`config.mk`:
```
export PLATFORM = sky130hd
export DESIGN_NAME = extirq_ctrl
export DESIGN_NICKNAME = d
export VERILOG_FILES = /design/src/rtl/extirq_pkg.sv /design/src/rtl/extirq_rst_sync.sv /design/src/rtl/extirq_sync.sv /design/src/rtl/extirq_detect.sv /design/src/rtl/extirq_regs.sv /design/src/rtl/extirq_ctrl.sv
export SDC_FILE = /design/constraint.sdc
export NUM_CORES = 1
export LEC_CHECK = 0
export ABC_CLOCK_PERIOD_IN_PS = 6300
export BUFFER_PORTS_ARGS = -buffer_cell sky130_fd_sc_hd__clkbuf_2
export CAP_MARGIN = 30
export CELL_PAD_IN_SITES_DETAIL_PLACEMENT = 0
export CELL_PAD_IN_SITES_GLOBAL_PLACEMENT = 1
export CORE_MARGIN = 1.5
export CORE_UTILIZATION = 40
export CTS_CLUSTER_DIAMETER = 30
export CTS_CLUSTER_SIZE = 24
export DETAILED_ROUTE_END_ITERATION = 6
export PLACE_DENSITY = 0.82
export SLEW_MARGIN = 20
export SYNTH_ARGS = -nofsm -noshare
export SYNTH_HDL_FRONTEND = slang
export SYNTH_SLANG_ARGS = --single-unit
```
`constraint.sdc`:
```
create_clock -name clk_i -period 6.3 [get_ports clk_i]
set_clock_uncertainty 0.2 [all_clocks]
set_input_delay 0.63 -clock clk_i [delete_from_list [all_inputs] [get_ports clk_i]]
set_output_delay 0.63 -clock clk_i [all_outputs]
set_load 0.01 [all_outputs]
```
`src/rtl/extirq_pkg.sv`:
```
package extirq_pkg;

  localparam int REG_W  = 32;
  localparam int ADDR_W = 3;
  localparam int PRIO_W = 4;

  // register select codes
  localparam logic [ADDR_W-1:0] SEL_MODE = 3'd0;
  localparam logic [ADDR_W-1:0] SEL_PRIO = 3'd1;
  localparam logic [ADDR_W-1:0] SEL_PEND = 3'd2;
  localparam logic [ADDR_W-1:0] SEL_MSET = 3'd3;
  localparam logic [ADDR_W-1:0] SEL_MCLR = 3'd4;

  // detection mode codes
  localparam logic [3:0] MODE_FALL = 4'd0;
  localparam logic [3:0] MODE_RISE = 4'd1;
  localparam logic [3:0] MODE_LOW  = 4'd2;
  localparam logic [3:0] MODE_HIGH = 4'd3;
  localparam logic [3:0] MODE_BOTH = 4'd4;

  // lsb position of a per-pin field packed from the top of a 32-bit word
  function automatic int field_lsb(input int pin, input int w);
    return REG_W - (pin + 1) * w;
  endfunction

  // bits occupied by the fields of the first npins pins
  function automatic logic [REG_W-1:0] field_span(input int npins, input int w);
    logic [REG_W-1:0] m;
    m = '0;
    for (int p = 0; p < npins; p++) begin
      for (int b = 0; b < w; b++) begin
        m[field_lsb(p, w) + b] = 1'b1;
      end
    end
    return m;
  endfunction

endpackage

```
`src/rtl/extirq_rst_sync.sv`:
```
module extirq_rst_sync (
  input  logic clk_i,
  input  logic rst_ni,
  output logic rst_no
);
  logic [1:0] stage_q;

  always_ff @(posedge clk_i or negedge rst_ni) begin
    if (!rst_ni) begin
      stage_q <= 2'b00;
    end else begin
      stage_q <= {stage_q[0], 1'b1};
    end
  end

  assign rst_no = stage_q[1];
endmodule

```
`src/rtl/extirq_sync.sv`:
```
module extirq_sync #(
  parameter int NUM_PINS = 8
) (
  input  logic                clk_i,
  input  logic                rst_ni,
  input  logic [NUM_PINS-1:0] pins_i,
  output logic [NUM_PINS-1:0] lvl_o,
  output logic [NUM_PINS-1:0] prev_o
);
  logic [NUM_PINS-1:0] meta_q, lvl_q, prev_q;

  always_ff @(posedge clk_i or negedge rst_ni) begin
    if (!rst_ni) begin
      meta_q <= '0;
      lvl_q  <= '0;
      prev_q <= '0;
    end else begin
      meta_q <= pins_i;
      lvl_q  <= meta_q;
      prev_q <= lvl_q;
    end
  end

  assign lvl_o  = lvl_q;
  assign prev_o = prev_q;
endmodule

```
`src/rtl/extirq_detect.sv`:
```
module extirq_detect #(
  parameter int SENSE_W = 4
) (
  input  logic [SENSE_W-1:0] mode_i,
  input  logic               cur_i,
  input  logic               prev_i,
  output logic               evt_o
);
  import extirq_pkg::*;

  logic [3:0] mode_ext;
  assign mode_ext = 4'(mode_i);

  always_comb begin
    unique case (mode_ext)
      MODE_FALL: evt_o = prev_i & ~cur_i;
      MODE_RISE: evt_o = ~prev_i & cur_i;
      MODE_LOW:  evt_o = ~cur_i;
      MODE_HIGH: evt_o = cur_i;
      MODE_BOTH: evt_o = prev_i ^ cur_i;
      default:   evt_o = 1'b0;
    endcase
  end
endmodule

```
`src/rtl/extirq_regs.sv`:
```
module extirq_regs #(
  parameter int NUM_PINS = 8,
  parameter int SENSE_W  = 4,
  parameter int SRC_W    = 8
) (
  input  logic                          clk_i,
  input  logic                          rst_ni,
  input  logic                          we_i,
  input  logic [extirq_pkg::ADDR_W-1:0] addr_i,
  input  logic [extirq_pkg::REG_W-1:0]  wdata_i,
  output logic [extirq_pkg::REG_W-1:0]  rdata_o,
  input  logic [NUM_PINS-1:0]           evt_i,
  output logic [extirq_pkg::REG_W-1:0]  mode_o,
  output logic [NUM_PINS-1:0]           pend_o,
  output logic [NUM_PINS-1:0]           mask_o,
  output logic [NUM_PINS-1:0]           prio_en_o
);
  import extirq_pkg::*;

  localparam logic [REG_W-1:0] MODE_SPAN = field_span(NUM_PINS, SENSE_W);
  localparam logic [REG_W-1:0] PRIO_SPAN = field_span(NUM_PINS, PRIO_W);

  logic [REG_W-1:0]    mode_q, mode_d, prio_q, prio_d;
  logic [NUM_PINS-1:0] pend_q, pend_d, mask_q, mask_d;
  logic [NUM_PINS-1:0] wbit, pend_clr, mask_set, mask_clr;
  logic                mode_we, prio_we, pend_we, mset_we, mclr_we;
  logic                pend_en, mask_en;

  assign mode_we = we_i && (addr_i == SEL_MODE);
  assign prio_we = we_i && (addr_i == SEL_PRIO);
  assign pend_we = we_i && (addr_i == SEL_PEND);
  assign mset_we = we_i && (addr_i == SEL_MSET);
  assign mclr_we = we_i && (addr_i == SEL_MCLR);

  // per-pin bit of the write word, pin 0 at the top bit of the SRC_W form
  always_comb begin
    for (int n = 0; n < NUM_PINS; n++) begin
      wbit[n] = wdata_i[SRC_W-1-n];
    end
  end

  assign pend_clr = {NUM_PINS{pend_we}} & ~wbit;
  assign mask_set = {NUM_PINS{mset_we}} & wbit;
  assign mask_clr = {NUM_PINS{mclr_we}} & wbit;

  // next state
  always_comb begin
    mode_d  = wdata_i & MODE_SPAN;
    prio_d  = wdata_i & PRIO_SPAN;
    pend_d  = (pend_q & ~pend_clr) | evt_i;   // a new event beats a clear
    mask_d  = (mask_q | mask_set) & ~mask_clr;
    pend_en = pend_we | (|evt_i);
    mask_en = mset_we | mclr_we;
  end

  // state
  always_ff @(posedge clk_i or negedge rst_ni) begin
    if (!rst_ni) begin
      mode_q <= '0;
      prio_q <= '0;
      pend_q <= '0;
      mask_q <= '1;
    end else begin
      if (mode_we) mode_q <= mode_d;
      if (prio_we) prio_q <= prio_d;
      if (pend_en) pend_q <= pend_d;
      if (mask_en) mask_q <= mask_d;
    end
  end

  // priority gate per pin
  always_comb begin
    for (int n = 0; n < NUM_PINS; n++) begin
      prio_en_o[n] = |prio_q[field_lsb(n, PRIO_W) +: PRIO_W];
    end
  end

  // read path
  always_comb begin
    rdata_o = '0;
    unique case (addr_i)
      SEL_MODE: rdata_o = mode_q;
      SEL_PRIO: rdata_o = prio_q;
      SEL_PEND: begin
        for (int n = 0; n < NUM_PINS; n++) begin
          rdata_o[SRC_W-1-n] = pend_q[n];
        end
      end
      default:  rdata_o = '0;
    endcase
  end

  assign mode_o = mode_q;
  assign pend_o = pend_q;
  assign mask_o = mask_q;
endmodule

```
`src/rtl/extirq_ctrl.sv`:
```
module extirq_ctrl #(
  parameter int NUM_PINS = 8,
  parameter int SENSE_W  = 4,
  parameter int SRC_W    = 8
) (
  input  logic                clk_i,
  input  logic                rst_ni,
  input  logic [NUM_PINS-1:0] pins_i,
  input  logic                reg_we_i,
  input  logic [2:0]          reg_addr_i,
  input  logic [31:0]         reg_wdata_i,
  output logic [31:0]         reg_rdata_o,
  output logic [NUM_PINS-1:0] irq_o,
  output logic                irq_any_o
);
  import extirq_pkg::*;

  logic                rst_n_sync;
  logic [NUM_PINS-1:0] lvl, prev, evt, pend_q, mask_q, prio_en;
  logic [REG_W-1:0]    mode_q;

  extirq_rst_sync u_rst (
    .clk_i  (clk_i),
    .rst_ni (rst_ni),
    .rst_no (rst_n_sync)
  );

  extirq_sync #(.NUM_PINS(NUM_PINS)) u_sync (
    .clk_i  (clk_i),
    .rst_ni (rst_n_sync),
    .pins_i (pins_i),
    .lvl_o  (lvl),
    .prev_o (prev)
  );

  for (genvar n = 0; n < NUM_PINS; n++) begin : g_det
    extirq_detect #(.SENSE_W(SENSE_W)) u_det (
      .mode_i (mode_q[field_lsb(n, SENSE_W) +: SENSE_W]),
      .cur_i  (lvl[n]),
      .prev_i (prev[n]),
      .evt_o  (evt[n])
    );
  end

  extirq_regs #(
    .NUM_PINS (NUM_PINS),
    .SENSE_W  (SENSE_W),
    .SRC_W    (SRC_W)
  ) u_regs (
    .clk_i     (clk_i),
    .rst_ni    (rst_n_sync),
    .we_i      (reg_we_i),
    .addr_i    (reg_addr_i),
    .wdata_i   (reg_wdata_i),
    .rdata_o   (reg_rdata_o),
    .evt_i     (evt),
    .mode_o    (mode_q),
    .pend_o    (pend_q),
    .mask_o    (mask_q),
    .prio_en_o (prio_en)
  );

  assign irq_o     = pend_q & ~mask_q & prio_en;
  assign irq_any_o = |irq_o;
endmodule

```
==> qor.tcl, run 1 <==
set qor(num_io_pins) 87
set qor(drt_first_pass_iters) 4
set qor(placed_cells) 620
set qor(final_antenna_diode_count) 0
set qor(worst_r2r_endpoint) {u_regs.prio_q[6]$_DFFE_PN0P_}
set qor(drc) 0
set qor(design.core.area_um2) 12000
set qor(critical_path.startpoint_type) {input pin}
set qor(cts_root_buf) {clkbuf_16}
set qor(initial_utilization) 0.411
set qor(regToRegSetupSlack_ns) 4.60
set qor(avgSynthCellArea_um2) 12.3
set qor(initial_antenna_violation_count) 0
set qor(final.period_utilization) 0.479
set qor(synthTopCellsByArea) {dfrtp_1, mux2_1, mux2_2}
set qor(die_area_um2) 13000
set qor(place_congestion) 0.774
set qor(cts-htree-levels) 3
set qor(number_of_clock_buffers_inserted_by_tritoncts) 9
set qor(die_width_um) 114
set qor(post_synth_num_cell_types) 33
set qor(antenna_left) 0
set qor(die_h_um) 114
set qor(pre_cts_setup_slack_ns) 2.94
set qor(placement.cell_area_um2) 5480
set qor(timing.setup.tns_ns) 0
set qor(synthArstFlopShare) 1.00
set qor(yosys.area.top_type) {dfrtp_1}
set qor(number_of_sinks_handled_by_clock_tree_synthesis) 106
set qor(cts_hold_buf) 1
set qor(ff2ff_path_depth) 1
set qor(worst_slew_pin_slew_ns) 0.882
set qor(share_of_the_yosys_chip_area_belonging_to_registers) 0.539
set qor(layout.core_utilization) 0.481
set qor(max_clock_freq_mhz) 332
set qor(power.density_nw_per_um2) 308
set qor(cts_repair_resized_insts) 0
set qor(syn_area_um2) 4940
set qor(placementRows) 40
set qor(clockBufferDepth) 2
set qor(drt_iter0_drc) 128
set qor(final_critical_path_setup_slack_ns) 3.28
set qor(cts_tree) {done}
set qor(period_minus_slack_ns) 3.02
set qor(final_area_um2) 5770
set qor(grt_use_total) 0.180
set qor(synth_cells) 401
set qor(totalWireLength_um) 11200
set qor(hold_viol_final) 0
set qor(number_of_synthesized_flops_with_an_enable_pin) 0
set qor(instances_no_fill) 637
set qor(maxCapViolCount) 0
set qor(synth.ff_latch_count) 106
set qor(cp-end-kind) {register}
set qor(max-vdd-ir-drop_uv) 164
set qor(place_hpwl_um) 8010
set qor(regToRegStartpoint) {u_rst.stage_q[1]$_DFF_PN0_}
set qor(yosysTopAreaCellShare) 0.496
set qor(cts.reportedPaths.clkPinSlew_ns) 0.07
set qor(yosysWarnings) 0
set qor(grt_first_pass_wirelength_um) 18200
set qor(grt_start_max_net_pins) 57
set qor(wl_per_instance_um) 17.5
set qor(timing.max_slew.rel_slack) 0.412
set qor(synthFlopType) {dfrtp_1}
set qor(port_buffers) 86
set qor(yosysMostFrequentCell) {dfrtp_1}
set qor(worst_skew_pair.late_latency_ns) 0.34
set qor(run_status) {completed}
set qor(rsz0062_at_grt) {no}
set qor(critical_path_peak_fanout) 20
set qor(worstSetupPathType) {input pin to register}
set qor(worst_ep_required_time_ns) 6.33
set qor(total_power_consumption_mw) 1.78
set qor(final_net_count) 547
set qor(detailroute.via_count) 3445
set qor(total_leakage_power_nw) 2.66
set qor(area_growth_pct) 16.8
set qor(fin_worst_hold_slack_ns) 0.144
set qor(timing.critical_path.arrival_ns) 3.04
set qor(layout-drive-gt1-share) 0.306
set qor(number_of_global_route_vias_before_repair) 3575
set qor(most_frequent_cells_after_synthesis) {dfrtp_1, mux2_1, a21oi_1, mux2_2, nor2_1}
set qor(setup_viol) 0
set qor(grt_remaining_overflow) 0
set qor(worst_min_path_class) {register to async pin}
set qor(mapped_nets) 463
set qor(detail_route.vias_per_cell) 5.41
set qor(post-cts-setup-buffers) 0
set qor(report.final.slew_viol_count) 0
worst max path at each step:
| stage | startpoint | endpoint | slack [ns] | cells after the start |
|---|---|---|---|---|
| CTS | reg_addr_i[0] | u_regs.prio_q[31]$_DFFE_PN0P_ | 3.29 | 5 |
| finish | reg_addr_i[0] | u_regs.prio_q[31]$_DFFE_PN0P_ | 3.28 | 5 |
| floorplan | u_rst.stage_q[1]$_DFF_PN0_ | u_regs.mode_o[0]$_DFFE_PN0P_ | 2.94 | 0 |
| detailed placement | reg_addr_i[0] | u_regs.prio_q[23]$_DFFE_PN0P_ | 2.94 | 5 |
| global route | reg_addr_i[0] | u_regs.prio_q[24]$_DFFE_PN0P_ | 3.16 | 5 |
| global placement | reg_addr_i[0] | u_regs.prio_q[31]$_DFFE_PN0P_ | 2.46 | 5 |
cells by family after synthesis:
kind of cell,share of synthesized area
adder cells (fa/ha/maj),0.0405
AND/OR/NAND/NOR,0.0869
buffers and inverters,0.0393
multiplexers,0.179
XOR/XNOR,0.00709
AO/OA/AOI/OAI,0.107
flip-flops,0.539
other,0.000759
metal layers:
layer	share of wire	track usage
met5	0	0
met3	0.049	0.0312
met1	0.44	0.240
met2	0.49	0.293
met4	0.020	0.0733
power by group:
group          internal, mW  total, mW  switching (mW)
combinational         0.169      0.328           0.158
sequential            0.797      0.915           0.118
clock                 0.282      0.536           0.254
layout by cell type (no fill, tap or decap), types with 12 or more instances in the layout:
cell       n
dfrtp_1   97
inv_1     19
mux2_2    32
mux2_1    35
nor2_1    28
a21oi_1   32
mux2i_1   13
ha_1      16
a22o_1    24
o21ai_0   12
clkbuf_2  86
state kept, by name, summed over array words and instances, names as in the netlist:
| register | cells |
|---|---|
| u_regs.mask_o | 8 |
| u_regs.mode_o | 32 |
| u_regs.pend_o | 8 |
| u_regs.prio_q | 32 |
| u_rst.stage_q | 2 |
| u_sync.lvl_o | 8 |
| u_sync.meta_q | 8 |
| u_sync.prev_o | 8 |
worst max-delay path, stage by stage:
cell,delay (ns)
clkbuf_2,0.34
nor3b_4,0.51
and2_1,0.79
buf_4,0.40
mux2_2,0.36
area by class of cell:
type | instances | area, um^2
fill | 1121 | 6240
sequential | 106 | 2670
multi-input combinational | 257 | 2080
timing repair buffer | 92 | 485
clock buffer | 11 | 243
tap | 147 | 184
inverter | 19 | 71.3
clock inverter | 5 | 38.8
(Power assumes the default switching activity.)
==> inputs of run 2 (changes only) <==
ABC_CLOCK_PERIOD_IN_PS = 2900   (was 6300)
clock period = 2.9 ns   (was 6.3 ns; I/O delays follow)
==> run 2 against run 1 <==
Net effect:
- sequential share of layout area down 2.8 points
- utilization increased by 3.1 points
- critical path type is now register to primary output
- largest cell class unchanged
- worst hold slack got worse by 0.13 ns
- sequential power rose by 120%
- final area increased by 6.5%
- via count grew 3.7%
- clock-buffer cell count is 2 higher
- largest power group unchanged
==> qor.tcl, run 2 (synthesis results as in run 1) <==
set qor(ff2ff_path_depth) 5 ;# +4
set qor(power.density_nw_per_um2) 657 ;# +110%
set qor(layout-drive-gt1-share) 0.289 ;# -0.0174
set qor(grt_use_total) 0.187 ;# +0.00667
set qor(total_leakage_power_nw) 2.83 ;# +6.1%
set qor(final_net_count) 580 ;# +6.0%
set qor(grt_remaining_overflow) 0 ;# unchanged
set qor(cts_repair_resized_insts) 0 ;# unchanged
set qor(design.core.area_um2) 12000 ;# unchanged
set qor(clockBufferDepth) 2 ;# unchanged
set qor(worst_ep_required_time_ns) 2.41 ;# -3.92 ns
set qor(power.switching_mw) 1.13 ;# +110%
set qor(regToRegStartpoint) {u_sync.prev_o[7]$_DFF_PN0_}
set qor(hold_viol_final) 0 ;# unchanged
set qor(die_area_um2) 13000 ;# unchanged
set qor(cts-htree-levels) 3 ;# unchanged
set qor(share_seq_of_total_power) 0.490 ;# -0.024
set qor(cts_tree) {done}
set qor(critical_path.startpoint_type) {register}
set qor(drt_iter0_drc) 191 ;# +49%
set qor(initial_antenna_violation_count) 0 ;# unchanged
set qor(die_width_um) 114 ;# unchanged
set qor(place_congestion) 0.781 ;# +0.84%
set qor(drt_first_pass_iters) 4 ;# unchanged
set qor(totalWireLength_um) 11400 ;# +2.5%
set qor(grt_first_pass_wirelength_um) 18800 ;# +3.4%
set qor(critical_path.endpoint) {irq_any_o}
set qor(critical_path_peak_fanout) 3 ;# -85%
set qor(worst_r2r_endpoint) {u_regs.pend_o[7]$_DFFE_PN0P_}
set qor(num_io_pins) 87 ;# unchanged
set qor(rsz0062_at_grt) {no}
set qor(antenna_left) 0 ;# unchanged
set qor(max-vdd-ir-drop_uv) 390 ;# +140%
set qor(fin_worst_hold_slack_ns) 0.00973 ;# -0.134 ns
set qor(area_growth_pct) 24.4
set qor(timing.max_slew.rel_slack) 0.620 ;# +0.208
set qor(final.period_utilization) 0.933
set qor(max_clock_freq_mhz) 370
set qor(drc) 0 ;# unchanged
set qor(worst_skew_pair.late_latency_ns) 0.35 ;# about the same
set qor(cts_hold_buf) 31 ;# +30
set qor(detail_route.vias_per_cell) 5.33 ;# -1.4%
set qor(final_antenna_diode_count) 0 ;# unchanged
set qor(place_hpwl_um) 8100 ;# +1.1%
set qor(post-cts-setup-buffers) 0 ;# unchanged
set qor(layout.cells.most_common) {dfrtp_1}
set qor(regToRegSetupSlack_ns) 1.22 ;# -3.38 ns
set qor(crit_path_max_incr_delay_ns) 0.52 ;# -0.27 ns
set qor(wl_per_instance_um) 17.1 ;# -2.5%
set qor(layout.cells.most_common_list) {dfrtp_1, clkbuf_2, mux2_1}
set qor(combPwrFrac) 0.187 ;# +0.003
set qor(timing.critical_path.arrival_ns) 2.22 ;# -0.82 ns
set qor(number_of_sinks_handled_by_clock_tree_synthesis) 106 ;# unchanged
set qor(worst_path_most_repeated_cell) {nor4_1}
set qor(cp-end-kind) {primary output}
set qor(worstSetupPathType) {register to primary output}
set qor(maxCapViolCount) 0 ;# unchanged
set qor(report.final.slew_viol_count) 0 ;# unchanged
set qor(power_report.internal_total_mw) 2.91 ;# +130%
set qor(timing.critical_path.from) {u_regs.prio_q[20]$_DFFE_PN0P_}
set qor(setup_viol) 0 ;# unchanged
set qor(run_status) {completed}
set qor(cts.reportedPaths.clkPinSlew_ns) 0.07 ;# about the same
set qor(port_buffers) 86 ;# unchanged
set qor(cts_root_buf) {clkbuf_16}
set qor(placementRows) 40 ;# unchanged
set qor(worst_min_path_class) {input pin to register}
set qor(worst_slew_pin_slew_ns) 0.570 ;# -0.312 ns
set qor(number_of_global_route_vias_before_repair) 3734 ;# +4.4%
set qor(critPathSlowestCell) {nor4_1}
set qor(power_frac_clock) 0.322 ;# +0.021
set qor(grt_start_max_net_pins) 105 ;# +84%
set qor(detailroute.via_count) 3573 ;# +3.7%
set qor(die_h_um) 114 ;# unchanged
set qor(timing.setup.tns_ns) 0 ;# unchanged
set qor(worstPathCellList) {nor4_1 -> nor3b_1 -> nor4_1 -> nand2_1 -> clkbuf_2}
set qor(initial_utilization) 0.411 ;# unchanged
set qor(number_of_clock_buffers_inserted_by_tritoncts) 9 ;# unchanged
set qor(period_minus_slack_ns) 2.71
set qor(swShare) 0.279 ;# -0.0190
run 2: cell types whose count changed in the layout (fill, tap and decap cells not counted), moves of 2 or more:
cell           change
buf_12             +2
buf_4              +2
bufinv_16          +2
clkbuf_1           +2
dlygate4sd3_1     +30
inv_6              -2
run 2: area by class of cell:
type	count	area (um^2)
Clock buffer	13	250
Clock inverter	3	65.1
Fill cell	1053	5870
Inverter	19	71.3
Multi-Input combinational cell	257	2080
Sequential cell	106	2670
Tap cell	147	184
Timing Repair Buffer	125	826
run 2: stage by stage:
stage | std cells | worst slack (ns) | cell area (um^2) | power, mW | util
2_1_floorplan | 401 | 0.931 | 4940 | 2.42 | -
3_3_place_gp | 623 | 0.663 | 5520 | 2.70 | 0.460
3_5_place_dp | 623 | 0.616 | 5520 | 2.74 | 0.460
4_1_cts | 670 | 0.273 | 6150 | 4.08 | 0.512
5_1_grt | 670 | 0.141 | 6150 | 4.25 | 0.512
6_report | 670 | 0.194 | 6150 | 4.04 | 0.512
run 2: how the worst min path moves through the flow:
stage                               endpoint  slack (ns)            start  depth (start not counted)
6_report       u_regs.prio_q[14]$_DFFE_PN0P_        0.01  reg_wdata_i[14]                          2
5_1_grt        u_regs.mode_o[13]$_DFFE_PN0P_       0.004  reg_wdata_i[13]                          2
4_1_cts        u_regs.mode_o[13]$_DFFE_PN0P_       0.004  reg_wdata_i[13]                          2
3_5_place_dp      u_rst.stage_q[0]$_DFF_PN0_       -0.12           rst_ni                          1
3_3_place_gp      u_rst.stage_q[0]$_DFF_PN0_       -0.12           rst_ni                          1
2_1_floorplan     u_rst.stage_q[0]$_DFF_PN0_       -0.21           rst_ni                          0
run 2: worst max-delay path, delay by kind of cell, from the launching register on:
| family | cells | cell delay (ns) |
|---|---|---|
| AND/OR/NAND/NOR | 4 | 1.29 |
| flip-flops | 1 | 0.41 |
| buffers and inverters | 1 | 0.16 |
run 2: power by group through the flow:
stage               combinational [mW]  clock (mW)  sequential (mW)
floorplan                        0.484           0             1.94
global placement                 0.705           0             1.99
detailed placement               0.732           0             2.01
CTS                              0.767        1.33             1.98
global route                     0.838        1.40             2.02
finish                           0.757        1.30             1.98
run 2: routing by layer:
| layer | up-vias | track usage | routed length (um) |
|---|---|---|---|
| li1 | 1676 | - | - |
| met1 | 1805 | 0.246 | 5240 |
| met3 | 16 | 0.0429 | 497 |
| met4 | 0 | 0.0675 | 210 |
| met5 | - | 0 | 0 |
| met2 | 76 | 0.304 | 5480 |
